<file path="config.mk">
export PLATFORM = sky130hd
export DESIGN_NAME = spi_prefetch_slave
export DESIGN_NICKNAME = d
export VERILOG_FILES = /design/src/rtl/spi_pf_pkg.sv /design/src/rtl/spi_pf_sync.sv /design/src/rtl/spi_pf_fifo.sv /design/src/rtl/spi_pf_shifter.sv /design/src/rtl/spi_prefetch_slave.sv
export SDC_FILE = /design/constraint.sdc
export NUM_CORES = 1
export LEC_CHECK = 0
export BUFFER_PORTS_ARGS = -buffer_cell sky130_fd_sc_hd__buf_2
export CORE_MARGIN = 2
export CORE_UTILIZATION = 30
export CTS_CLUSTER_SIZE = 12
export DETAILED_ROUTE_END_ITERATION = 7
export GPL_TIMING_DRIVEN = 0
export HOLD_SLACK_MARGIN = 0.03
export PLACE_DENSITY = 0.49
export SKIP_LAST_GASP = 1
export SYNTH_ARGS = -nofsm -noshare
export SYNTH_HDL_FRONTEND = slang
export SYNTH_SLANG_ARGS = --single-unit
</file>
<file path="constraint.sdc">
create_clock -name clk -period 2.73 [get_ports clk]
set_input_delay 0.1365 -clock clk [delete_from_list [all_inputs] [get_ports clk]]
set_output_delay 0.1365 -clock clk [all_outputs]
set_load 0.1 [all_outputs]
</file>
<file path="src/rtl/spi_pf_pkg.sv">
package spi_pf_pkg;

    // Sticky error flags kept by the top level.
    typedef struct packed {
        logic underrun;
        logic overrun;
    } pf_flags_t;

    // Next value of one sticky flag; a new event beats a clear.
    function automatic logic sticky_next(input logic cur, input logic set, input logic clr);
        return set | (cur & ~clr);
    endfunction

endpackage

</file>
<file path="src/rtl/spi_pf_sync.sv">
module spi_pf_sync #(
    parameter int          N       = 3,
    parameter logic [N-1:0] RST_VAL = '0
) (
    input  logic         clk,
    input  logic         rst_n,
    input  logic [N-1:0] async_in,
    output logic [N-1:0] sync_out
);
    typedef struct packed {
        logic [N-1:0] s1;
        logic [N-1:0] s2;
    } sync_t;

    sync_t q, d;

    always_comb begin
        d    = q;
        d.s1 = async_in;
        d.s2 = q.s1;
    end

    always_ff @(posedge clk) begin
        if (!rst_n) begin
            q <= '{s1: RST_VAL, s2: RST_VAL};
        end else begin
            q <= d;
        end
    end

    assign sync_out = q.s2;
endmodule

</file>
<file path="src/rtl/spi_pf_fifo.sv">
// Ring buffer of DEPTH slots (power of two) that admits at most CAP entries.
module spi_pf_fifo #(
    parameter int W     = 8,
    parameter int DEPTH = 4,
    parameter int CAP   = 4,
    localparam int AW   = $clog2(DEPTH),
    localparam int LW   = $clog2(DEPTH + 1)
) (
    input  logic          clk,
    input  logic          rst_n,
    input  logic          push,
    input  logic [W-1:0]  wdata,
    input  logic          pop,
    output logic [W-1:0]  rdata,
    output logic [LW-1:0] level,
    output logic          full,
    output logic          empty
);
    typedef struct packed {
        logic [DEPTH-1:0][W-1:0] mem;
        logic [AW-1:0]           wp;
        logic [AW-1:0]           rp;
        logic [LW-1:0]           lvl;
    } fifo_t;

    fifo_t q, d;
    logic  push_ok, pop_ok;

    assign full    = (q.lvl == LW'(CAP));
    assign empty   = (q.lvl == '0);
    assign push_ok = push & ~full;
    assign pop_ok  = pop & ~empty;

    always_comb begin
        d = q;
        if (push_ok) begin
            d.mem[q.wp] = wdata;
            d.wp        = q.wp + 1'b1;
        end
        if (pop_ok) begin
            d.rp = q.rp + 1'b1;
        end
        d.lvl = q.lvl + LW'(push_ok) - LW'(pop_ok);
    end

    always_ff @(posedge clk) begin
        if (!rst_n) begin
            q <= '0;
        end else begin
            q <= d;
        end
    end

    assign rdata = q.mem[q.rp];
    assign level = q.lvl;

    // a write offered to a full queue leaves the fill level as it was.
    a_r3_no_overflow: assert property (@(posedge clk) disable iff (!rst_n)
        (push && full && !pop) |=> (level == $past(level)));

    // a read from a non-empty queue with no write lowers the level by one.
    a_r6_pop_drains: assert property (@(posedge clk) disable iff (!rst_n)
        (pop && !empty && !push) |=> (level == $past(level) - 1'b1));
endmodule

</file>
<file path="src/rtl/spi_pf_shifter.sv">
// Frame engine in the system clock domain, fed by synchronized serial levels.
module spi_pf_shifter #(
    parameter int W   = 8,
    localparam int CW = $clog2(W)
) (
    input  logic         clk,
    input  logic         rst_n,
    input  logic         sck_s,
    input  logic         mosi_s,
    input  logic         cs_act,
    input  logic [W-1:0] tx_head,
    input  logic         tx_empty,
    input  logic         rx_full,
    output logic         tx_pop,
    output logic         rx_push,
    output logic [W-1:0] rx_word,
    output logic         miso,
    output logic         underrun_set,
    output logic         overrun_set
);
    typedef struct packed {
        logic          sck_p;
        logic [CW-1:0] cnt;
        logic [W-1:0]  tx;
        logic [W-1:0]  rx;
    } sh_t;

    sh_t  q, d;
    logic rise, fall, frame_end;

    assign rise      = sck_s & ~q.sck_p;
    assign fall      = ~sck_s & q.sck_p;
    assign frame_end = (q.cnt == CW'(W - 1));
    assign rx_word   = {q.rx[W-2:0], mosi_s};

    always_comb begin
        d            = q;
        d.sck_p      = sck_s;
        tx_pop       = 1'b0;
        rx_push      = 1'b0;
        underrun_set = 1'b0;
        overrun_set  = 1'b0;
        if (!cs_act) begin
            d.cnt = '0;
        end else if (rise) begin
            if (q.cnt == '0) begin
                tx_pop       = ~tx_empty;
                underrun_set = tx_empty;
                d.tx         = tx_empty ? '0 : tx_head;
            end
            d.rx = rx_word;
            if (frame_end) begin
                d.cnt       = '0;
                rx_push     = ~rx_full;
                overrun_set = rx_full;
            end else begin
                d.cnt = q.cnt + 1'b1;
            end
        end else if (fall && (q.cnt != '0)) begin
            d.tx = {q.tx[W-2:0], 1'b0};
        end
    end

    always_ff @(posedge clk) begin
        if (!rst_n) begin
            q <= '0;
        end else begin
            q <= d;
        end
    end

    always_comb begin
        if (!cs_act) begin
            miso = 1'b0;
        end else if (q.cnt == '0) begin
            miso = ~tx_empty & tx_head[W-1];
        end else begin
            miso = q.tx[W-1];
        end
    end

    // with select inactive, the bit counter is back at zero on the next cycle.
    a_r9_count_restart: assert property (@(posedge clk) disable iff (!rst_n)
        !cs_act |=> (q.cnt == '0));

    // inside a frame the outgoing shift register does not move on a rising edge.
    a_r2_hold_on_rise: assert property (@(posedge clk) disable iff (!rst_n)
        (cs_act && rise && (q.cnt != '0)) |=> (q.tx == $past(q.tx)));

    // a frame that starts on an empty queue sends an all-zero byte.
    a_r8_zero_fill: assert property (@(posedge clk) disable iff (!rst_n)
        (cs_act && rise && (q.cnt == '0) && tx_empty) |=> (q.tx == '0));
endmodule

</file>
<file path="src/rtl/spi_prefetch_slave.sv">
module spi_prefetch_slave #(
    parameter int FRAME_W   = 8,
    parameter int FIFO_BITS = 32,
    localparam int DEPTH    = FIFO_BITS / FRAME_W,
    localparam int TX_CAP   = DEPTH - 1,
    localparam int LW       = $clog2(DEPTH + 1)
) (
    input  logic               clk,
    input  logic               rst_n,
    input  logic               spi_sck,
    input  logic               spi_mosi,
    input  logic               spi_cs_n,
    output logic               spi_miso,
    output logic               fill_req,
    input  logic               fill_valid,
    input  logic [FRAME_W-1:0] fill_data,
    output logic [FRAME_W-1:0] rx_data,
    output logic               rx_valid,
    input  logic               rx_ready,
    input  logic               flag_clr,
    output logic               underrun,
    output logic               overrun
);
    import spi_pf_pkg::*;

    logic [2:0]         pins_s;
    logic               sck_s, mosi_s, cs_act;
    logic [FRAME_W-1:0] tx_head, rx_word;
    logic [LW-1:0]      tx_lvl, rx_lvl;
    logic               tx_full, tx_empty, tx_pop;
    logic               rx_full, rx_empty, rx_push;
    logic               under_set, over_set;
    pf_flags_t          flg_q, flg_d;

    spi_pf_sync #(.N(3), .RST_VAL(3'b100)) u_sync (
        .clk      (clk),
        .rst_n    (rst_n),
        .async_in ({spi_cs_n, spi_mosi, spi_sck}),
        .sync_out (pins_s)
    );

    assign sck_s  = pins_s[0];
    assign mosi_s = pins_s[1];
    assign cs_act = ~pins_s[2];

    spi_pf_fifo #(.W(FRAME_W), .DEPTH(DEPTH), .CAP(TX_CAP)) u_txq (
        .clk   (clk),
        .rst_n (rst_n),
        .push  (fill_valid),
        .wdata (fill_data),
        .pop   (tx_pop),
        .rdata (tx_head),
        .level (tx_lvl),
        .full  (tx_full),
        .empty (tx_empty)
    );

    spi_pf_fifo #(.W(FRAME_W), .DEPTH(DEPTH), .CAP(DEPTH)) u_rxq (
        .clk   (clk),
        .rst_n (rst_n),
        .push  (rx_push),
        .wdata (rx_word),
        .pop   (rx_valid & rx_ready),
        .rdata (rx_data),
        .level (rx_lvl),
        .full  (rx_full),
        .empty (rx_empty)
    );

    spi_pf_shifter #(.W(FRAME_W)) u_shift (
        .clk          (clk),
        .rst_n        (rst_n),
        .sck_s        (sck_s),
        .mosi_s       (mosi_s),
        .cs_act       (cs_act),
        .tx_head      (tx_head),
        .tx_empty     (tx_empty),
        .rx_full      (rx_full),
        .tx_pop       (tx_pop),
        .rx_push      (rx_push),
        .rx_word      (rx_word),
        .miso         (spi_miso),
        .underrun_set (under_set),
        .overrun_set  (over_set)
    );

    assign fill_req = (tx_lvl <= LW'(DEPTH / 2));
    assign rx_valid = ~rx_empty;

    always_comb begin
        flg_d          = flg_q;
        flg_d.underrun = sticky_next(flg_q.underrun, under_set, flag_clr);
        flg_d.overrun  = sticky_next(flg_q.overrun, over_set, flag_clr);
    end

    always_ff @(posedge clk) begin
        if (!rst_n) begin
            flg_q <= '0;
        end else begin
            flg_q <= flg_d;
        end
    end

    assign underrun = flg_q.underrun;
    assign overrun  = flg_q.overrun;

    // the transmit queue never holds more than its three-entry cap.
    a_r3_tx_cap: assert property (@(posedge clk) disable iff (!rst_n)
        tx_lvl <= LW'(TX_CAP));

    // with the request low the queue sits at its cap, so a write changes nothing.
    a_r4_idle_when_full: assert property (@(posedge clk) disable iff (!rst_n)
        (!fill_req && !tx_pop) |=> (tx_lvl == $past(tx_lvl)));

    // a held receive output does not change.
    a_r6_rx_hold: assert property (@(posedge clk) disable iff (!rst_n)
        (rx_valid && !rx_ready) |=> (rx_valid && $stable(rx_data)));

    // the receive queue never exceeds four frames.
    a_r6_rx_cap: assert property (@(posedge clk) disable iff (!rst_n)
        rx_lvl <= LW'(DEPTH));

    // flags stay set until cleared.
    a_r10_underrun_sticky: assert property (@(posedge clk) disable iff (!rst_n)
        (underrun && !flag_clr) |=> underrun);
    a_r10_overrun_sticky: assert property (@(posedge clk) disable iff (!rst_n)
        (overrun && !flag_clr) |=> overrun);

    // a clear with no new event leaves both flags low.
    a_r10_clear: assert property (@(posedge clk) disable iff (!rst_n)
        (flag_clr && !under_set && !over_set) |=> (!underrun && !overrun));
endmodule

</file>
==> summary.md, run 1 <==
| Metric | Value |
|---|---|
| Initial DRT Pass Iterations | 4 |
| Clock tree from TritonCTS | yes |
| Commonest non-fill, non-tap cells in the layout | sky130_fd_sc_hd__dfxtp_1, sky130_fd_sc_hd__mux2i_1, sky130_fd_sc_hd__nand2_1 |
| Flop and latch count out of synthesis | around 110 |
| Type of the setup path with the least slack | register to output port |
| Latest clock arrival within the worst-skew pair | 0.35 ns |
| Largest net degree at the start of global routing | 18 |
| Detailed-route wire length | around 10,000 µm |
| Top achievable clock speed | roughly 400 MHz |
| Clock-pin slew on the worst setup and hold paths | 0.08 ns |
| Summed negative setup slack over all endpoints | 0 ns |
| Initial standard-cell utilization of the core | slightly above 30% |
| Area delta synth->final | 15.0% |
| Max-cap violations | 0 |
| Half-perimeter wire length of the detailed placement result | 7310 µm |
| DRC violations left | 0 |
| Transition time at the pin with the least slew margin | 0.734 ns |
| Synthesized Nets | ~480 |
| Worst IR Drop VDD | 286 µV |
| Combinational share of power | 17.1% |
| Gate Count Post-Synth | approximately 450 |
| Maximum fanout encountered on the critical timing path | 10 |
| Routability Congestion | around 0.73 |
| Data required, critical path | 2.59 ns |
| Cell Rows | 45 |
| Count of clock tree sinks | between 100 and 150 |
| Internal | approximately 2.5 mW |
| Setup-violating endpoint count in the final report | 0 |
| Count of routing violations after the opening detailed-route iteration | 190 |
| Largest clock skew in the final design | 0.0104 ns |
| Post-CTS setup buffer count | 0 |
| Synth Flop Type | sky130_fd_sc_hd__dfxtp_1 |
| Die outline area | roughly 16,000 µm² |
| Pins Over Slew Limit | 0 |
| Ys Warns | 0 |
| Wire length of the first global-routing pass | ~17,000 µm |
| Antenna Cells | 0 |
| Horizontal die dimension | around 130 µm |
| Setup repair after global routing missed its margin | no |
| Share of total power consumed by net switching | 28.8% |
| GRT Residual Overflow | 0 |
| Number of top-level pins | 29 |
| Final routed wire length divided by cell count | 15.3 µm |
| R2r setup slk | about 0.34 ns |
| Switching power | 1.02 mW |
| Share of power burned in registers | a little under half |
| Via/cell ratio | around 4.7 |
| Distinct cells, synth | 43 |
| Relative max-transition margin | approximately half |
| Result of the run | finished, final reports clean |
| Worst Hold Class | primary input to register |
| Worst setup SP type | register |
| EDFF count, synth | 0 |
| Number of H-tree branching levels | 3 |
| Number of buffers and inverters on the critical path | 3 |
| Clock network fraction of total power | a little over a third |
| Bufs on Longest Clock Path | 2 |
| Final standard cell utilization of the core | 35.1% |
| Min Clock Period, post-route | between 2 and 2.5 ns |
| Post-synth design cell area | between 4000 and 5000 µm² |
| Capturing element type of the critical path | output port |
| Fill cell total of the finished layout | roughly 1,500 |
| Worst stage delay on the critical path | 0.47 ns |
| Proportion of layout cells with a drive suffix above 1 | around 15% |
| Number of antenna violations at the first check in global routing | 0 |
| Syn_area_per_cell | ~10 µm² |
| Detailed-route via count | 3,212 |
| Most common cell after layout, fill and taps aside | sky130_fd_sc_hd__dfxtp_1 |
| Proportion of synthesized chip area in sequential cells | between 40 and 50% |
| Count of antenna-violating nets left after detailed routing | 0 |
| Overall routing resource usage | between 10 and 15% |
| Leak Pwr | between 2 and 2.5 nW |
| Net count reported at finish | a little over 500 |
| Portion of the clock cycle consumed by the worst path in the final layout | 91.2% |
| Crit path DAT | between 2 and 2.5 ns |
| Clock root buffer | sky130_fd_sc_hd__clkbuf_16 |
| Core area | around 15,000 µm² |
| Final hold violation count | 0 |
| Critical-path cell list | inv_1 > ha_1 > nor2b_1 > clkbuf_1 > nand3_1 > a21oi_1 > buf_2 |
| Die Y | around 130 µm |
| Power per standard cell area | around 670 nW/µm² |
| Post-synth ARST share | 0% |
| Number of global-route vias before repair | approximately 3,300 |
| Port buffer count | 26 |
| Top Family by Delay on Critical Path | buffers and inverters |
| Max stage delay cell, worst path | sky130_fd_sc_hd__buf_2 |
| TritonCTS Buffers | 9 |
==> worst reg2reg max path, stage by stage, from the launching register on <==
cell and delay (ns):
sky130_fd_sc_hd__dfxtp_1 0.37, sky130_fd_sc_hd__inv_1 0.06, sky130_fd_sc_hd__ha_1 0.22, sky130_fd_sc_hd__nor2b_1 0.16, sky130_fd_sc_hd__and3_1 0.17, sky130_fd_sc_hd__buf_2 0.17, sky130_fd_sc_hd__ha_1 0.28, sky130_fd_sc_hd__inv_1 0.06
sky130_fd_sc_hd__ha_1 0.12, sky130_fd_sc_hd__inv_1 0.05, sky130_fd_sc_hd__fa_1 0.37, sky130_fd_sc_hd__xnor2_1 0.17, sky130_fd_sc_hd__nor2_1 0.05
==> cells by family (layout without fill, tap and decap cells) <==
group | Yosys count | after routing | synth area share [%]
AND/OR/NAND/NOR | 148 | 148 | 15.3
AO/OA/AOI/OAI | 37 | 37 | 5.47
flip-flops | 105 | 105 | 45.5
buffers and inverters | 45 | 90 | 4.12
multiplexers | 83 | 83 | 22.6
XOR/XNOR | 9 | 9 | 1.71
adder cells (fa/ha/maj) | 18 | 18 | 5.20
==> repair_timing <==
action                                  4_1_cts  5_1_grt
hold endpoints to repair                      3        0
resized for setup                             0        0
endpoints found under the setup margin        0        0
hold buffers                                  3        0
==> Yosys cell counts (4+ instances only) <==
cell / count / area (µm²)
sky130_fd_sc_hd__mux4_2: 12 / 270
sky130_fd_sc_hd__mux2i_1: 67 / 671
sky130_fd_sc_hd__mux4_1: 4 / 105
sky130_fd_sc_hd__and2_1: 8 / 50.1
sky130_fd_sc_hd__buf_2: 5 / 25.0
sky130_fd_sc_hd__a21oi_1: 13 / 65.1
sky130_fd_sc_hd__nand2_1: 57 / 214
sky130_fd_sc_hd__a221o_1: 4 / 40.0
sky130_fd_sc_hd__clkbuf_1: 15 / 56.3
sky130_fd_sc_hd__o21ai_1: 7 / 35.0
sky130_fd_sc_hd__inv_1: 19 / 71.3
sky130_fd_sc_hd__ha_1: 16 / 200
sky130_fd_sc_hd__o211a_1: 4 / 40.0
sky130_fd_sc_hd__nand3_2: 4 / 40.0
sky130_fd_sc_hd__nand2b_1: 6 / 37.5
sky130_fd_sc_hd__nand2_4: 4 / 45.0
sky130_fd_sc_hd__dfxtp_1: 105 / 2100
sky130_fd_sc_hd__or3_1: 6 / 37.5
sky130_fd_sc_hd__xnor2_1: 7 / 61.3
sky130_fd_sc_hd__nand3_1: 4 / 20.0
sky130_fd_sc_hd__nor2_1: 49 / 184
==> stage by stage <==
stage          std cells  setup WS, ns  instance area (µm²)  hold WS (ns)  total power, mW
6_report             678         0.241                 5310        0.0668             3.55
5_1_grt              678        0.0235                 5310        0.0725             3.73
4_1_cts              678         0.216                 5310        0.0583             3.60
3_5_place_dp         659         0.351                 4980         0.342             2.30
3_3_place_gp         659         0.379                 4980         0.338             2.28
2_1_floorplan        445        0.0542                 4620         0.238             2.15
==> flip-flops by register name (all words and copies together), names as in the netlist, 3 cells and up <==
register	cells
u_txq.q	36
u_sync.d	3
u_sync.sync_out	3
u_shift.rx_word	7
u_rxq.level	3
u_rxq.q	36
u_shift.q	12
u_txq.level	3
==> power groups by stage <==
stage,clock network [mW],registers [mW],logic [mW]
floorplan,0,1.67,0.485
global placement,0,1.68,0.598
detailed placement,0,1.68,0.613
CTS,1.34,1.65,0.618
global route,1.40,1.66,0.670
finish,1.30,1.65,0.606
==> area by class of cell <==
type / instances / area, µm² / share of cell area (%)
buffer: 24 / 111 / 2.10
clock buffer: 10 / 229 / 4.31
clock inverter: 6 / 67.6 / 1.27
inverter: 21 / 78.8 / 1.48
multi-input combinational: 295 / 2330 / 43.8
sequential: 105 / 2100 / 39.6
tap: 188 / 235 / 4.43
timing repair buffer: 29 / 160 / 3.02
==> routing by layer <==
| layer | vias up | wire [µm] | track usage, % |
|---|---|---|---|
| met5 | - | 0 | 0 |
| met2 | 41 | 5100 | 23.1 |
| li1 | 1601 | - | - |
| met1 | 1561 | 4790 | 17.0 |
| met3 | 9 | 343 | 3.63 |
| met4 | 0 | 107 | 2.78 |
==> final timing paths <==
| path | startpoint | cells after the start | to |
|---|---|---|---|
| setup / recovery | u_shift.q[16] | 7 | spi_miso |
| hold / removal | fill_data[4] | 3 | u_txq.q[19] |
| setup reg to reg | u_shift.q[16] | 12 | u_txq.level[2] |
| hold reg to reg | u_sync.d[2] | 1 | u_sync.sync_out[2] |
(Power assumes the default switching activity.)
==> run 2: changes to the inputs <==
Settings changed: CORE_ASPECT_RATIO from default to 1.4.
==> run 2 against run 1 <==
Net effect: via count rose by 1.0%; global-route usage increased by 0.20 points; count of clock-buffer cells in the layout shrank 1; setup slack worse by 0.0088 ns; clock skew is 0.0043 ns lower; final area is essentially flat; die area hardly changed; hold slack worse by 0.0093 ns; first-iteration DRC count shrank 42%; sequential share of layout area about the same; clock power down 3%; largest cell class unchanged; wire length down 0.14%.
==> summary.md, run 2 (synthesized netlist as in run 1, its figures left out) <==
| Metric | Value |
|---|---|
| Result of the run | finished, final reports clean |
| Latest clock arrival within the worst-skew pair | 0.35 ns (about the same) |
| Power per standard cell area | 661 nW/µm² (-1.2%) |
| Overall routing resource usage | 13.6% (+0.20 points) |
| Clock-pin slew on the worst setup and hold paths | 0.08 ns (about the same) |
| Overall power | 3.51 mW (-1.3%) |
| Worst IR Drop VDD | 383 µV (+34%) |
| Horizontal die dimension | 109 µm (-15%) |
| Number of global-route vias before repair | 3,400 (+3.4%) |
| Number of antenna violations at the first check in global routing | 0 (unchanged) |
| # resized after CTS | 0 (unchanged) |
| Via/cell ratio | 4.76 (+0.43%) |
| Wire length of the first global-routing pass | 17,000 µm (-1.3%) |
| Combinational share of power | 17.2% (about the same) |
| Net count reported at finish | 519 (unchanged) |
| Clock tree from TritonCTS | yes |
| Max stage delay cell, worst path | sky130_fd_sc_hd__buf_2 |
| Portion of the clock cycle consumed by the worst path in the final layout | 91.5% (+0.32 points) |
| Setup repair after global routing missed its margin | no |
| Initial DRT Pass Iterations | 4 (unchanged) |
| Post-CTS setup buffer count | 0 (unchanged) |
| Share of total power consumed by net switching | 30.2% (+1.3 points) |
| CTS hold repair buffers | 3 (unchanged) |
| Detailed-route via count | 3,245 (+1.0%) |
| Data required, critical path | 2.59 ns (about the same) |
| Transition time at the pin with the least slew margin | 0.713 ns (-0.0211 ns) |
| Detailed-route wire length | 10,300 µm (-0.14%) |
| Die outline area | 16,400 µm² (about the same) |
| Largest net degree at the start of global routing | 20 (+2) |
| Worst setup SP type | register |
| Post-route non-filler standard cell count | 682 (+0.59%) |
| Critical-path cell list | inv_1 > ha_1 > nor2b_1 > clkbuf_1 > nand3_1 > a21oi_1 > buf_2 |
| Maximum fanout encountered on the critical timing path | 10 (unchanged) |
| Core area | 15,100 µm² (-0.61%) |
| Min Clock Period, post-route | 2.50 ns (+0.00878 ns) |
| Number of top-level pins | 29 (unchanged) |
| Largest registers | u_rxq.q (36), u_txq.q (36), u_shift.q (12) |
| Bufs on Longest Clock Path | 2 (unchanged) |
| Switching power | 1.06 mW (+3.3%) |
| Count of clock tree sinks | 105 (unchanged) |
| Placement-stage cell area | 4990 µm² (+0.10%) |
| Post-route cell area | 5310 µm² (about the same) |
| Half-perimeter wire length of the detailed placement result | 7360 µm (+0.66%) |
| Clock network fraction of total power | 35.9% (-0.7 points) |
| Routability Congestion | 0.758 (+3.7%) |
| Pins Over Slew Limit | 0 (unchanged) |
| Capturing element type of the critical path | output port |
| Clock root buffer | sky130_fd_sc_hd__clkbuf_16 |
| DRC violations left | 0 (unchanged) |
| Internal | 2.45 mW (-3.2%) |
| Initial standard-cell utilization of the core | 30.7% (+0.19 points) |
| Final standard cell utilization of the core | 35.2% (+0.18 points) |
| Count of routing violations after the opening detailed-route iteration | 111 (-42%) |
| Final routed wire length divided by cell count | 15.1 µm (-0.72%) |
| Hold Slack | 0.0575 ns (-0.00930 ns) |
| Summed negative setup slack over all endpoints | 0 ns (unchanged) |
| Most common cell after layout, fill and taps aside | sky130_fd_sc_hd__dfxtp_1 |
| Leak Pwr | 2.45 nW (-0.17%) |
| Commonest non-fill, non-tap cells in the layout | sky130_fd_sc_hd__dfxtp_1, sky130_fd_sc_hd__mux2i_1, sky130_fd_sc_hd__nand2_1 |
| Port buffer count | 26 (unchanged) |
| Final hold violation count | 0 (unchanged) |
| Number of H-tree branching levels | 3 (unchanged) |
| Cell Rows | 53 (+18%) |
| Placed cell count | 663 (+0.61%) |
| Worst Hold Class | primary input to register |
| Worst-case setup margin in the final layout | 0.232 ns (-0.00878 ns) |
| Type of the setup path with the least slack | register to output port |
| Area delta synth->final | 14.9% (about the same) |
| Largest clock skew in the final design | 0.00611 ns (-0.00433 ns) |
| Max-cap violations | 0 (unchanged) |
| TritonCTS Buffers | 9 (unchanged) |
| Relative max-transition margin | 52.5% (+1.4 points) |
| GRT Residual Overflow | 0 (unchanged) |
| Crit path DAT | 2.36 ns (about the same) |
| Antenna Cells | 0 (unchanged) |
| Share of power burned in registers | 46.9% (+0.5 points) |
| Count of antenna-violating nets left after detailed routing | 0 (unchanged) |
| Setup-violating endpoint count in the final report | 0 (unchanged) |
| Worst stage delay on the critical path | 0.47 ns (about the same) |
| Minimum setup slack after placement | 0.326 ns (-0.0251 ns) |
| Die Y | 151 µm (+18%) |
| Top achievable clock speed | 400 MHz (-0.35%) |
| Proportion of layout cells with a drive suffix above 1 | 15.1% (+0.20 points) |
[run 2: critical path, delay by kind of cell (launching register included)]
kind            cells  cell delay [ns]
simple gates        2             0.36
flops               1             0.34
fa+ha+maj           1             0.18
buf+inv             3             0.90
compound gates      1             0.23
[run 2: power groups by stage]
stage | Combinational (mW) | Clock [mW] | Sequential [mW]
after floorplan | 0.485 | 0 | 1.67
after global placement | 0.601 | 0 | 1.68
after detailed placement | 0.610 | 0 | 1.68
after CTS | 0.616 | 1.30 | 1.65
after global routing | 0.661 | 1.36 | 1.65
final | 0.602 | 1.26 | 1.64
[run 2: metal layers]
layer | routed length (µm) | GRT usage, %
met5 | 0 | 0
met4 | 254 | 6.28
met3 | 278 | 2.75
met2 | 5360 | 24.9
met1 | 4440 | 14.9
[run 2: cell type report]
type                    count  area (µm²)
inverters                  21        78.8
fillers                  1498        9750
repair buffers             29         160
multi-input cells         295        2330
clock buffers               9         225
flip-flops and latches    105        2100
plain buffers              24         111
clock inverters             7        61.3
well taps                 192         240
[run 2: worst paths after layout]
check,start,end,slack [ns],cells past startpoint
setup / recovery,u_shift.q[16],spi_miso,0.23,7
setup reg to reg,u_shift.q[16],u_txq.level[2],0.32,12
hold / removal,fill_data[3],u_txq.q[10],0.06,3
hold reg to reg,u_sync.d[2],u_sync.sync_out[2],0.42,1
